<file path="src/rtl/sclk_rate_pkg.sv">
package sclk_rate_pkg;

    localparam int RATE_W    = 3;
    localparam int SEL_W     = 2;
    localparam int NUM_CODES = 1 << RATE_W;
    localparam int NUM_TABLES = 3;

    // Largest nominal divisor, scaled by the half-rate table.
    localparam int NOM_MAX   = 3200;
    localparam int MAX_DIV   = 2 * NOM_MAX;
    localparam int LEN_W     = $clog2(MAX_DIV + 1);

    typedef enum logic [SEL_W-1:0] {
        TBL_NOMINAL  = 2'b00,
        TBL_DOUBLE   = 2'b01,
        TBL_HALF     = 2'b10,
        TBL_RESERVED = 2'b11
    } table_e;

    typedef struct packed {
        logic [LEN_W-1:0] low_len;
        logic [LEN_W-1:0] high_len;
    } half_cfg_t;

    // Nominal divisor per code; deliberately non-monotonic.
    function automatic logic [LEN_W-1:0] nominal_div(input logic [RATE_W-1:0] code);
        logic [LEN_W-1:0] d;
        case (code)
            3'd0:    d = LEN_W'(60);
            3'd1:    d = LEN_W'(1600);
            3'd2:    d = LEN_W'(40);
            3'd3:    d = LEN_W'(30);
            3'd4:    d = LEN_W'(240);
            3'd5:    d = LEN_W'(3200);
            3'd6:    d = LEN_W'(160);
            default: d = LEN_W'(120);
        endcase
        return d;
    endfunction

endpackage

</file>
<file path="src/rtl/sclk_div_table.sv">
module sclk_div_table
    import sclk_rate_pkg::*;
(
    input  logic [RATE_W-1:0] rate_code,
    input  logic [SEL_W-1:0]  table_sel,
    output half_cfg_t         cfg
);

    logic [LEN_W-1:0] base_div;
    logic [LEN_W-1:0] scaled_div [NUM_TABLES];
    logic [LEN_W-1:0] sel_div;
    logic [1:0]       tbl_idx;

    assign base_div = nominal_div(rate_code);

    // One divisor variant per table: nominal, halved divisor, doubled divisor.
    for (genvar t = 0; t < NUM_TABLES; t++) begin : g_tbl
        if (t == 1) begin : g_fast
            assign scaled_div[t] = base_div >> 1;
        end else if (t == 2) begin : g_slow
            assign scaled_div[t] = base_div << 1;
        end else begin : g_nom
            assign scaled_div[t] = base_div;
        end
    end

    always_comb begin
        case (table_e'(table_sel))
            TBL_DOUBLE: tbl_idx = 2'd1;
            TBL_HALF:   tbl_idx = 2'd2;
            default:    tbl_idx = 2'd0;   // reserved code falls back to nominal
        endcase
        sel_div      = scaled_div[tbl_idx];
        cfg.low_len  = sel_div >> 1;
        cfg.high_len = sel_div - (sel_div >> 1);
    end

endmodule

</file>
<file path="src/rtl/sclk_cfg_hold.sv">
module sclk_cfg_hold
    import sclk_rate_pkg::*;
(
    input  logic      clk,
    input  logic      rst_n,
    input  logic      load,
    input  half_cfg_t cfg_in,
    output half_cfg_t cfg_out
);

    half_cfg_t cfg_d, cfg_q;

    always_comb begin
        cfg_d = cfg_q;
        if (load) begin
            cfg_d = cfg_in;
        end
    end

    always_ff @(posedge clk or negedge rst_n) begin
        if (!rst_n) begin
            cfg_q <= '0;
        end else begin
            cfg_q <= cfg_d;
        end
    end

    assign cfg_out = cfg_q;

endmodule

</file>
<file path="src/rtl/sclk_phase_timer.sv">
module sclk_phase_timer
    import sclk_rate_pkg::*;
#(
    parameter int CNT_W = LEN_W
) (
    input  logic      clk,
    input  logic      rst_n,
    input  logic      en,
    input  half_cfg_t cfg,
    output logic      period_load,
    output logic      phase_strobe,
    output logic      scl_level
);

    typedef struct packed {
        logic             run;
        logic             phase;   // 0 = low half, 1 = high half
        logic             strobe;
        logic [CNT_W-1:0] cnt;
    } timer_t;

    timer_t           st_d, st_q;
    logic [CNT_W-1:0] cur_len;
    logic             terminal;

    assign cur_len  = st_q.phase ? CNT_W'(cfg.high_len) : CNT_W'(cfg.low_len);
    assign terminal = (st_q.cnt == cur_len - CNT_W'(1));

    always_comb begin
        st_d = st_q;
        if (!en) begin
            st_d = '{run: 1'b0, phase: 1'b0, strobe: 1'b0, cnt: '0};
        end else if (!st_q.run) begin
            st_d = '{run: 1'b1, phase: 1'b0, strobe: 1'b0, cnt: '0};
        end else if (terminal) begin
            st_d.phase  = ~st_q.phase;
            st_d.strobe = 1'b1;
            st_d.cnt    = '0;
        end else begin
            st_d.strobe = 1'b0;
            st_d.cnt    = st_q.cnt + CNT_W'(1);
        end
    end

    always_ff @(posedge clk or negedge rst_n) begin
        if (!rst_n) begin
            st_q <= '0;
        end else begin
            st_q <= st_d;
        end
    end

    assign period_load  = !st_q.run || (st_q.phase && terminal);
    assign phase_strobe = st_q.strobe;
    assign scl_level    = !st_q.run || st_q.phase;

    assert_cnt_bound_R5: assert property (@(posedge clk) disable iff (!rst_n)
        st_q.run |-> (st_q.cnt < cur_len));

    assert_idle_high_R8: assert property (@(posedge clk) disable iff (!rst_n)
        !en |=> (scl_level && !phase_strobe));

    assert_strobe_pulse_R6: assert property (@(posedge clk) disable iff (!rst_n)
        phase_strobe |=> !phase_strobe);

    assert_edge_marked_R6: assert property (@(posedge clk) disable iff (!rst_n)
        (st_q.run && $past(st_q.run) && (scl_level != $past(scl_level))) |-> phase_strobe);

endmodule

</file>
<file path="src/rtl/sclk_rate_gen.sv">
module sclk_rate_gen
    import sclk_rate_pkg::*;
(
    input  logic              clk,
    input  logic              rst_n,
    input  logic              en,
    input  logic [RATE_W-1:0] rate_code,
    input  logic [SEL_W-1:0]  table_sel,
    output logic              phase_strobe,
    output logic              scl_level
);

    half_cfg_t live_cfg;
    half_cfg_t held_cfg;
    logic      load;

    sclk_div_table u_table (
        .rate_code (rate_code),
        .table_sel (table_sel),
        .cfg       (live_cfg)
    );

    sclk_cfg_hold u_hold (
        .clk     (clk),
        .rst_n   (rst_n),
        .load    (load),
        .cfg_in  (live_cfg),
        .cfg_out (held_cfg)
    );

    sclk_phase_timer #(.CNT_W(LEN_W)) u_timer (
        .clk          (clk),
        .rst_n        (rst_n),
        .en           (en),
        .cfg          (held_cfg),
        .period_load  (load),
        .phase_strobe (phase_strobe),
        .scl_level    (scl_level)
    );

    assert_cfg_frozen_R7: assert property (@(posedge clk) disable iff (!rst_n)
        !load |=> $stable(held_cfg));

endmodule

</file>
<file path="config.mk">
export PLATFORM = sky130hd
export DESIGN_NAME = sclk_rate_gen
export DESIGN_NICKNAME = d
export VERILOG_FILES = /design/src/rtl/sclk_rate_pkg.sv /design/src/rtl/sclk_div_table.sv /design/src/rtl/sclk_cfg_hold.sv /design/src/rtl/sclk_phase_timer.sv /design/src/rtl/sclk_rate_gen.sv
export SDC_FILE = /design/constraint.sdc
export NUM_CORES = 1
export LEC_CHECK = 0
export BUFFER_PORTS_ARGS = -buffer_cell sky130_fd_sc_hd__buf_2
export CORE_MARGIN = 3
export CORE_UTILIZATION = 55
export CTS_CLUSTER_SIZE = 8
export DETAILED_ROUTE_END_ITERATION = 7
export PLACE_DENSITY = 0.72
export SYNTH_ARGS = -nofsm -noshare
export SYNTH_HDL_FRONTEND = slang
export SYNTH_SLANG_ARGS = --single-unit
</file>
<file path="constraint.sdc">
create_clock -name clk -period 7.5 [get_ports clk]
set_input_delay 1.125 -clock clk [delete_from_list [all_inputs] [get_ports clk]]
set_output_delay 1.125 -clock clk [all_outputs]
set_load 0.02 [all_outputs]
</file>
# [Yosys cells after proc, flatten, opt, wreduce, memory -nomap -nowiden]
# Cells that the tools add are included.
[classes] mux=10 reduce_logical=5 bitwise=2 n_addsub=3 eq_ne=10 n_lt_le_gt_ge=1
[ops] operator="$pmux W12 S7" n=1
[ops] operator="$mux W13" n=3
[ops] operator="$bmux W13 S2" n=1
[ops] operator="$mux W16" n=1
[ops] operator="$mux W15" n=1
[ops] operator="$mux W14" n=1
[ops] operator="$add A13 B1 Y13 const B" n=1
[ops] operator="$eq A13 B13 Y1" n=1
[ops] operator="$sub A13 B1 Y13 const B" n=1
[ops] operator="$sub A13 B12 Y13" n=1
[ops] operator="$eq A3 B3 Y1 const B" n=3
[ops] operator="$eq A3 B2 Y1 const B" n=2
[ops] operator="$pmux W2 S2" n=1
[ops] operator="$eq A3 B1 Y1 const B" n=1
[ops] operator="$ge A3 B3 Y1 const B" n=1
[ops] operator="$logic_not A3 Y1" n=1
[ops] operator="$ne A3 B3 Y1 const B" n=1
[ops] operator="$not A2 Y3" n=1
[ops] operator="$eq A2 B1 Y1 const B" n=1
[ops] operator="$eq A2 B2 Y1 const B" n=1
[ops] operator="$logic_or A1 B1 Y1" n=2
[ops] operator="$logic_and A1 B1 Y1" n=1
[ops] operator="$logic_not A1 Y1" n=1
[ops] operator="$mux W1" n=1
[ops] operator="$not A1 Y1" n=1
[totals] word_cells=37 output_inout_bits=2 input_bits=8 ff_bits=41

# [Longest topological paths before layout]
# Gate-level depths: netlist of run 1.
[depth] depth_word=7 depth_mapped=15 mapped_depth_nobuf=14

# [Cells and area by module]
# From an unflattened synthesis of run 1, not the netlist that was laid out.
[hier_totals] cells_unflattened=345 hier_area_um2=3395.8
[modules_own_cells] mod="sclk_phase_timer" instances=1 seq_area_each_um2=400.4 cells_each=151 area_each_um2=1337.5
[modules_own_cells] mod="sclk_cfg_hold" instances=1 seq_area_each_um2=650.6 cells_each=55 area_each_um2=1069.8
[modules_own_cells] mod="sclk_div_table" instances=1 seq_area_each_um2=0.0 cells_each=139 area_each_um2=988.4

# [Worst setup path after synthesis of run 1]
# Ideal clock, no wire load.
[synth_path] path_kind="input port to flip-flop" from="in rate_code[1]" to="reg u_hold.cfg_q (netlist bit u_hold.cfg_out[12])" t_arrival_ps=3956 cell_stages=15 path_buffers=1 path_slack_ps=3416 setup_ps=127 required_time_ps=7373 cell_sequence="clkbuf_1 or3_1 nand2_1 a21oi_1 nor2_1 ha_1 inv_1 fa_1 a21oi_1 o21ai_0 or4_1 nand3_1 a31oi_1 xnor2_1 mux2_1"
[synth_lines] item="start: declaration" line_no="sclk_rate_gen.sv:7" source="input logic [RATE_W-1:0] rate_code,"
[synth_lines] item="end signal: assignment" line_no="sclk_cfg_hold.sv:24" source="cfg_q <= cfg_d;"
[synth_lines] item="end: declaration" line_no="sclk_cfg_hold.sv:11" source="half_cfg_t cfg_d, cfg_q;"

==> results of run 1 <==
## synthesized netlist by cell type, types with 11 or more instances
cell     number  share of area
a21oi_1      16          0.025
nor3_1       11          0.017
nand3_1      11          0.017
mux2i_1      14          0.044
xnor2_1      23          0.063
nor2_1       32          0.038
nand2_1      17          0.020
dfrtp_1      41           0.32
mux2_1       19          0.067
ha_1         14          0.055
xor2_1       18          0.050
inv_1        18          0.021
## where the power goes
group	leakage (nW)	internal [mW]	switching [mW]	total (mW)
combinational	0.807	0.0901	0.104	0.194
clock	0.0554	0.0999	0.0782	0.178
sequential	0.526	0.255	0.0348	0.290
## state kept, by name, indices dropped and copies added (netlist names)
signal / flops
u_timer.phase_strobe: 1
u_hold.cfg_out: 25
u_timer.st_q: 15
## critical path, stage by stage
cell,delay (ns)
buf_2,0.18
or3_1,0.38
nand2_1,0.09
a21oi_1,0.07
nor2_1,0.29
ha_1,0.23
inv_1,0.05
fa_1,0.40
a21oi_1,0.19
o21ai_0,0.19
or4_1,0.46
nand3_1,0.12
a31oi_1,0.12
xnor2_1,0.15
mux2_1,0.30
## final timing paths
| path | slack (ns) | depth (start not counted) | end | from |
|---|---|---|---|---|
| hold / removal | 0.52 | 1 | u_hold.cfg_out[12] | u_hold.cfg_out[12] |
| setup / recovery | 3.34 | 15 | u_hold.cfg_out[12] | table_sel[1] |
| hold reg to reg | 0.52 | 1 | u_hold.cfg_out[12] | u_hold.cfg_out[12] |
| setup reg to reg | 3.87 | 8 | u_timer.st_q[6] | u_timer.st_q[14] |
| min in group asynchronous | 0.94 | 1 | u_timer.st_q[3] | rst_n |
| max in group asynchronous | 6.01 | 1 | u_hold.cfg_out[4] | rst_n |
## per-layer routing
metal  part of all wire  vias up  routed length [um]
met5                  0        -                   0
met4              0.014        0                  87
met3              0.024        6                 154
met2               0.47       38                2980
met1               0.49     1222                3086
li1                   -     1250                   -
## area by class of cell
cell class / count / area [sq um]
Fill cell: 504 / 2165
Multi-Input combinational cell: 273 / 2013
Sequential cell: 41 / 1026
Tap cell: 72 / 90.09
Clock buffer: 6 / 72.57
Timing Repair Buffer: 12 / 67.56
Inverter: 18 / 67.56
Clock inverter: 2 / 38.79
## logic make-up after synthesis
group	after synthesis	share of synthesized area
mux	39	0.1327
xor+xnor	41	0.1130
simple gates	117	0.1938
flops	41	0.3230
compound gates	61	0.1327
fa+ha+maj	15	0.06144
buf+inv	31	0.04332
## metrics by stage
| stage | hold slack (ns) | std cells | power [mW] | setup slack (ns) | util |
|---|---|---|---|---|---|
| floorplan | 0.4585 | 345 | 0.4399 | 3.416 | - |
| global placement | 0.5039 | 416 | 0.4779 | 3.183 | 0.5892 |
| detailed placement | 0.5017 | 416 | 0.4861 | 3.038 | 0.5892 |
| CTS | 0.5235 | 424 | 0.6636 | 3.342 | 0.6093 |
| global route | 0.5588 | 424 | 0.7061 | 3.055 | 0.6093 |
| finish | 0.5211 | 424 | 0.6617 | 3.342 | 0.6093 |
==> metrics.yaml, run 1 <==
sta:
  fmax_mhz: 240.5
  skew_ns: 0.006724
  finalCritPeriodShare: 0.5543
  finalMaxSlewViolations: 0
  relSlewSlack: 0.4215
  rsz0062_at_grt: "false"
  final.setup.tns_ns: 0
  period_minus_slack_ns: 4.158
  hold_viol_final: 0
  timing_worst_slew_pin_value_ns: 0.8542
  setup_viol: 0
synthesis:
  async_flop_share: 1.000
  yosysSeqAreaShare: 0.3230
  syn_inst: 345
  synth_edf_count: 0
  synth_warnings: 0
  synth.distinct_cells: 52
  syn_avg_cell_area_sq_um: 9.208
  synth_area_sq_um: 3177
  synth_fp_nets: 368
  synth-seq-cells: 41
  synth_flop_cell: "dfrtp_1"
layout:
  final_layout_size_suffix_gt1_frac: 0.09091
  syn2layout_area_growth_pct: 6.262
  layout_commonest_cell: "dfrtp_1"
  nNetsFinal: 374
  design_area_sq_um: 3376
  antenna_cells: 0
  mostFrequentLayoutCells: "dfrtp_1 (41), nor2_1 (32), xnor2_1 (23), mux2_1 (19)"
floorplan:
  io_pins: 10
  rows: 27
  die_x_um: 82
  dieArea_sq_um: 6724
  fp.dieH_um: 82
  start_util: 0.5734
  core_sq_um: 5540
power_and_ir_drop:
  leakage_nw: 1.388
  vdd_drop_max_uv: 103.3
  power.density_nw_per_um2: 196.0
setup_path:
  critPathKind: "input pin to register"
  crit_fanout: 15
  worstPathRequired_ns: 7.68
  startpoint_type: "input pin"
  cp-end-kind: "register"
  worstPathArrival_ns: 4.34
clocking:
  tritoncts: "built"
  cts_buffer_depth: 2
  postCtsHoldBufs: 0
  cts.htree.levels: 2
  clockRootBuffer: "clkbuf_8"
  cts_sinks: 41
  insertion_delay_ns: 0.29
  clk_pin_slew_ns: 0.08
  cts_setup_buffers: 0
  cts_resized: 0
  cts_buffers: 5
global_route:
  grt_first_pass_wirelength_mm: 10.62
  grt_pass1_vias: 2327
  antenna_found_initial: 0
  use_met1: 0.2595
  use_met3: 0.03399
  busiest_layer: "met2"
  gr-total-overflow: 0
  grt_use_total: 0.1999
  grt_util_met2: 0.3376
  grt_max_degree: 42
drt:
  drc: 0
  wl_per_cell_um: 14.88
  first_pass_iters: 4
  vias: 2516
  drtIter0Drc: 96
  finalWirelength_mm: 6.308
  antenna_left: 0
  vias_per_cell: 5.934
placement:
  io_buffers: 9
  gp_congestion: 0.8221
  placed_cell_area_sq_um: 3264
  dpl.hpwl_mm: 4.813
run_status:
  outcome: "finished, final reports clean"
job:
  maxCapViolCount: 0
min_path:
  hp-class: "register to register"
No activity file was read; power rests on OpenSTA's default activity.
==> run 2, diff against run 1 <==
--- a/config.mk
+++ b/config.mk
@@ -5,12 +5,13 @@
 export SDC_FILE = /design/constraint.sdc
 export NUM_CORES = 1
 export LEC_CHECK = 0
+export ABC_AREA = 1
 export BUFFER_PORTS_ARGS = -buffer_cell sky130_fd_sc_hd__buf_2
 export CORE_MARGIN = 3
 export CORE_UTILIZATION = 55
 export CTS_CLUSTER_SIZE = 8
 export DETAILED_ROUTE_END_ITERATION = 7
-export PLACE_DENSITY = 0.72
+export PLACE_DENSITY = 0.74
 export SYNTH_ARGS = -nofsm -noshare
 export SYNTH_HDL_FRONTEND = slang
 export SYNTH_SLANG_ARGS = --single-unit
==> constraint.sdc (replaced) <==
create_clock -name clk -period 3.8 [get_ports clk]
set_input_delay 0.57 -clock clk [delete_from_list [all_inputs] [get_ports clk]]
set_output_delay 0.57 -clock clk [all_outputs]
set_load 0.02 [all_outputs]
==> run 2 against run 1 <==
  * Non-clock buffer count is the same
  * Utilization shrank 0.59 points
  * Wire length grew 27%
  * Critical path depth grew 4
  * Worst setup slack got worse by 2.6 ns
  * Clock power grew 110%
  * Clock skew up 0.0046 ns
  * Clock-buffer cell count is 1 lower
  * Area after synthesis grew 18%
  * Synthesized cell count increased by 65%
  * Combinational power increased by 140%
  * Largest cell class unchanged
  * Highest routed layer unchanged
==> metrics.yaml, run 2 <==
sta:
  final.setup.tns_ns: 0  # unchanged
  setup_slack_ns: 0.7522  # -2.590 ns
  rsz0062_at_grt: "false"
  fmax_mhz: 328.1
  hold_viol_final: 0  # unchanged
  relSlewSlack: 0.3895  # -0.03196
  period_minus_slack_ns: 3.048
  finalMaxSlewViolations: 0  # unchanged
  skew_ns: 0.01136  # +0.004637 ns
  timing_worst_slew_pin_value_ns: 0.9157  # +0.06144 ns
  setup_viol: 0  # unchanged
  finalCritPeriodShare: 0.8021
setup_path:
  crit_path_frequent_cell: "nand2_1"
  r2r_cells: 14  # +6
  cp-end-kind: "register"
  path_cells: "buf_2, nor2_1, inv_1, nor2_1, a21oi_1, nor2_1, ha_1, inv_1, fa_1, nand3_1, nand2_1, a31oi_1, o21ai_0, nand3_1, nand2_1, nand2_1, nand2_1, nand3_1, nand2_1"
  critPathKind: "input pin to register"
  worstPathArrival_ns: 3.25  # -1.09 ns
  crit_fanout: 6  # -9
  cp_slowest_cell: "fa_1"
  max_stage_delay_ns: 0.40  # -0.06 ns
  worstPathRequired_ns: 4.00  # -3.68 ns
  startpoint_type: "input pin"
drt:
  drtIter0Drc: 168  # +75%
  antenna_left: 0  # unchanged
  vias_per_cell: 5.293  # -11%
  vias: 3446  # +37%
  finalWirelength_mm: 8.040  # +27%
  first_pass_iters: 4  # unchanged
  wl_per_cell_um: 12.35  # -17%
  drc: 0  # unchanged
layout:
  mostFrequentLayoutCells: "nand2_1 (153), inv_1 (90), nand3_1 (84), nor2_1 (57), dfrtp_1 (41)"
  final_layout_size_suffix_gt1_frac: 0.1080  # +0.01710
  area.sequential_sq_um: 1026  # unchanged
  largest_reg_flops: 25  # unchanged
  antenna_cells: 0  # unchanged
  nNetsFinal: 596  # +59%
  fill_cells: 671  # +33%
  multi_input_area_sq_um: 2237  # +11%
  layout_commonest_cell: "nand2_1"
  syn2layout_area_growth_pct: 4.076
synthesis:
  synth-seq-cells: 41  # unchanged
  synth_top_cell_by_area: "dfrtp_1"
  async_flop_share: 1.000  # unchanged
  synth_flop_cell: "dfrtp_1"
  synth_area_leaders: "dfrtp_1 (27%), nand2_1 (15%), nand3_1 (11%)"
  synth_area_sq_um: 3745  # +18%
  synth_fp_nets: 591  # +61%
  syn_avg_cell_area_sq_um: 6.593  # -28%
  yosysMostFrequentCell: "nand2_1"
  synth.distinct_cells: 41  # -21%
  synth_warnings: 0  # unchanged
  synth_edf_count: 0  # unchanged
  yosysTopAreaCellShare: 0.2740  # -0.04899
  syn_inst: 568  # +65%
  yosys-top-cells-count: "nand2_1 (153), inv_1 (90), nand3_1 (84)"
  yosysSeqAreaShare: 0.2740  # -0.04899
global_route:
  grt_pass1_vias: 3275  # +41%
  grt_use_total: 0.2263  # +0.02643
  grt_max_degree: 42  # unchanged
  grt_first_pass_wirelength_mm: 14.34  # +35%
  antenna_found_initial: 0  # unchanged
  gr-total-overflow: 0  # unchanged
clocking:
  cts.htree.levels: 2  # unchanged
  clockRootBuffer: "clkbuf_8"
  insertion_delay_ns: 0.30  # about the same
  postCtsHoldBufs: 0  # unchanged
  cts_buffer_depth: 2  # unchanged
  clk_pin_slew_ns: 0.09  # about the same
  cts_buffers: 5  # unchanged
  tritoncts: "built"
  cts_sinks: 41  # unchanged
  cts_setup_buffers: 0  # unchanged
  cts_resized: 0  # unchanged
placement:
  dpl_worst_slack_ns: 0.4468  # -2.591 ns
  io_buffers: 9  # unchanged
  gp_congestion: 0.8731  # +6.2%
  dpl.hpwl_mm: 6.248  # +30%
power_and_ir_drop:
  p_int_uw: 841.7  # +89%
  comb_power_share: 0.353  # +0.060
  vdd_drop_max_uv: 192.8  # +87%
  seq_power_share: 0.373  # -0.065
  switchingPower_uw: 502.2  # +130%
  pwr-share-clk: 0.273  # +0.004
  power.density_nw_per_um2: 344.8  # +76%
  leakage_nw: 2.109  # +52%
  swShare: 0.3737  # +0.04599
floorplan:
  dieArea_sq_um: 7835  # +17%
  io_pins: 10  # unchanged
  start_util: 0.5798  # +0.006418
  die_x_um: 88.52  # +7.9%
  rows: 29  # +7.4%
  fp.dieH_um: 88.52  # +7.9%
  core_sq_um: 6459  # +17%
run_status:
  outcome: "finished, final reports clean"
min_path:
  hp-class: "input pin to asynchronous set/reset pin"
job:
  maxCapViolCount: 0  # unchanged
-- run 2: cell types whose count changed in the layout (fill, tap and decap cells not counted), sizes merged, moves of 5 or more --
cell,change
mux2,-25
mux2i,-14
or4,-6
nand3,+82
nor2,+33
xnor2,-21
inv,+77
nand2b,-7
nand2,+153
nor4,-5
and3,-7
-- run 2: logic make-up after synthesis --
family / count (synthesis) / synth area share
XOR/XNOR: 20 / 0.04678
AND/OR/NAND/NOR: 341 / 0.4303
flip-flops: 41 / 0.2740
adder cells (fa/ha/maj): 15 / 0.05212
AO/OA/AOI/OAI: 43 / 0.06817
buffers and inverters: 108 / 0.1286
-- run 2: metal layers --
layer  routed length, um  up-vias  GRT usage
met3                 245        8    0.03631
li1                    -     1802          -
met5                   0        -          0
met2                3912       63     0.4052
met4                  87        0    0.05082
met1                3795     1573     0.2858
-- run 2: area by class of cell --
class                           instances  area share
Clock inverter                          3     0.01124
Clock buffer                            5     0.01766
Inverter                               94     0.09181
Sequential cell                        41      0.2632
Multi-Input combinational cell        419      0.5740
Timing Repair Buffer                   12     0.01734
Tap cell                               77     0.02472
-- run 2: metrics by stage --
stage	instance area, sq um	instances	power (mW)	utilization	hold slack (ns)
2_1_floorplan	3745	568	0.8919	-	0.2744
3_3_place_gp	3785	643	0.9739	0.5860	0.4817
3_5_place_dp	3785	643	0.9843	0.5860	0.4862
4_1_cts	3897	651	1.347	0.6034	0.4073
5_1_grt	3897	651	1.447	0.6034	0.3984
6_report	3897	651	1.344	0.6034	0.3976
-- run 2: final timing paths --
path	from	end	slack, ns
max in group asynchronous	rst_n	u_timer.st_q[1]	2.83
max reg2reg	u_timer.st_q[14]	u_timer.st_q[5]	1.00
min reg2reg	u_timer.st_q[0]	u_timer.st_q[0]	0.49
max	table_sel[1]	u_hold.cfg_out[10]	0.75
min	rst_n	u_timer.st_q[6]	0.40
min in group clk	en	u_timer.st_q[15]	0.41
-- run 2: power groups by stage --
| stage | Combinational [mW] | Sequential [mW] | Clock [mW] |
|---|---|---|---|
| final | 0.475 | 0.502 | 0.367 |
| after global routing | 0.546 | 0.508 | 0.393 |
| after CTS | 0.476 | 0.502 | 0.368 |
| after floorplan | 0.388 | 0.504 | 0 |
| after detailed placement | 0.473 | 0.511 | 0 |
| after global placement | 0.465 | 0.509 | 0 |
-- run 2: critical path, delay by kind of cell --
kind            cells  cell delay [ns]
compound gates      3             0.44
simple gates       11             1.29
fa+ha+maj           2             0.61
buf+inv             3             0.33
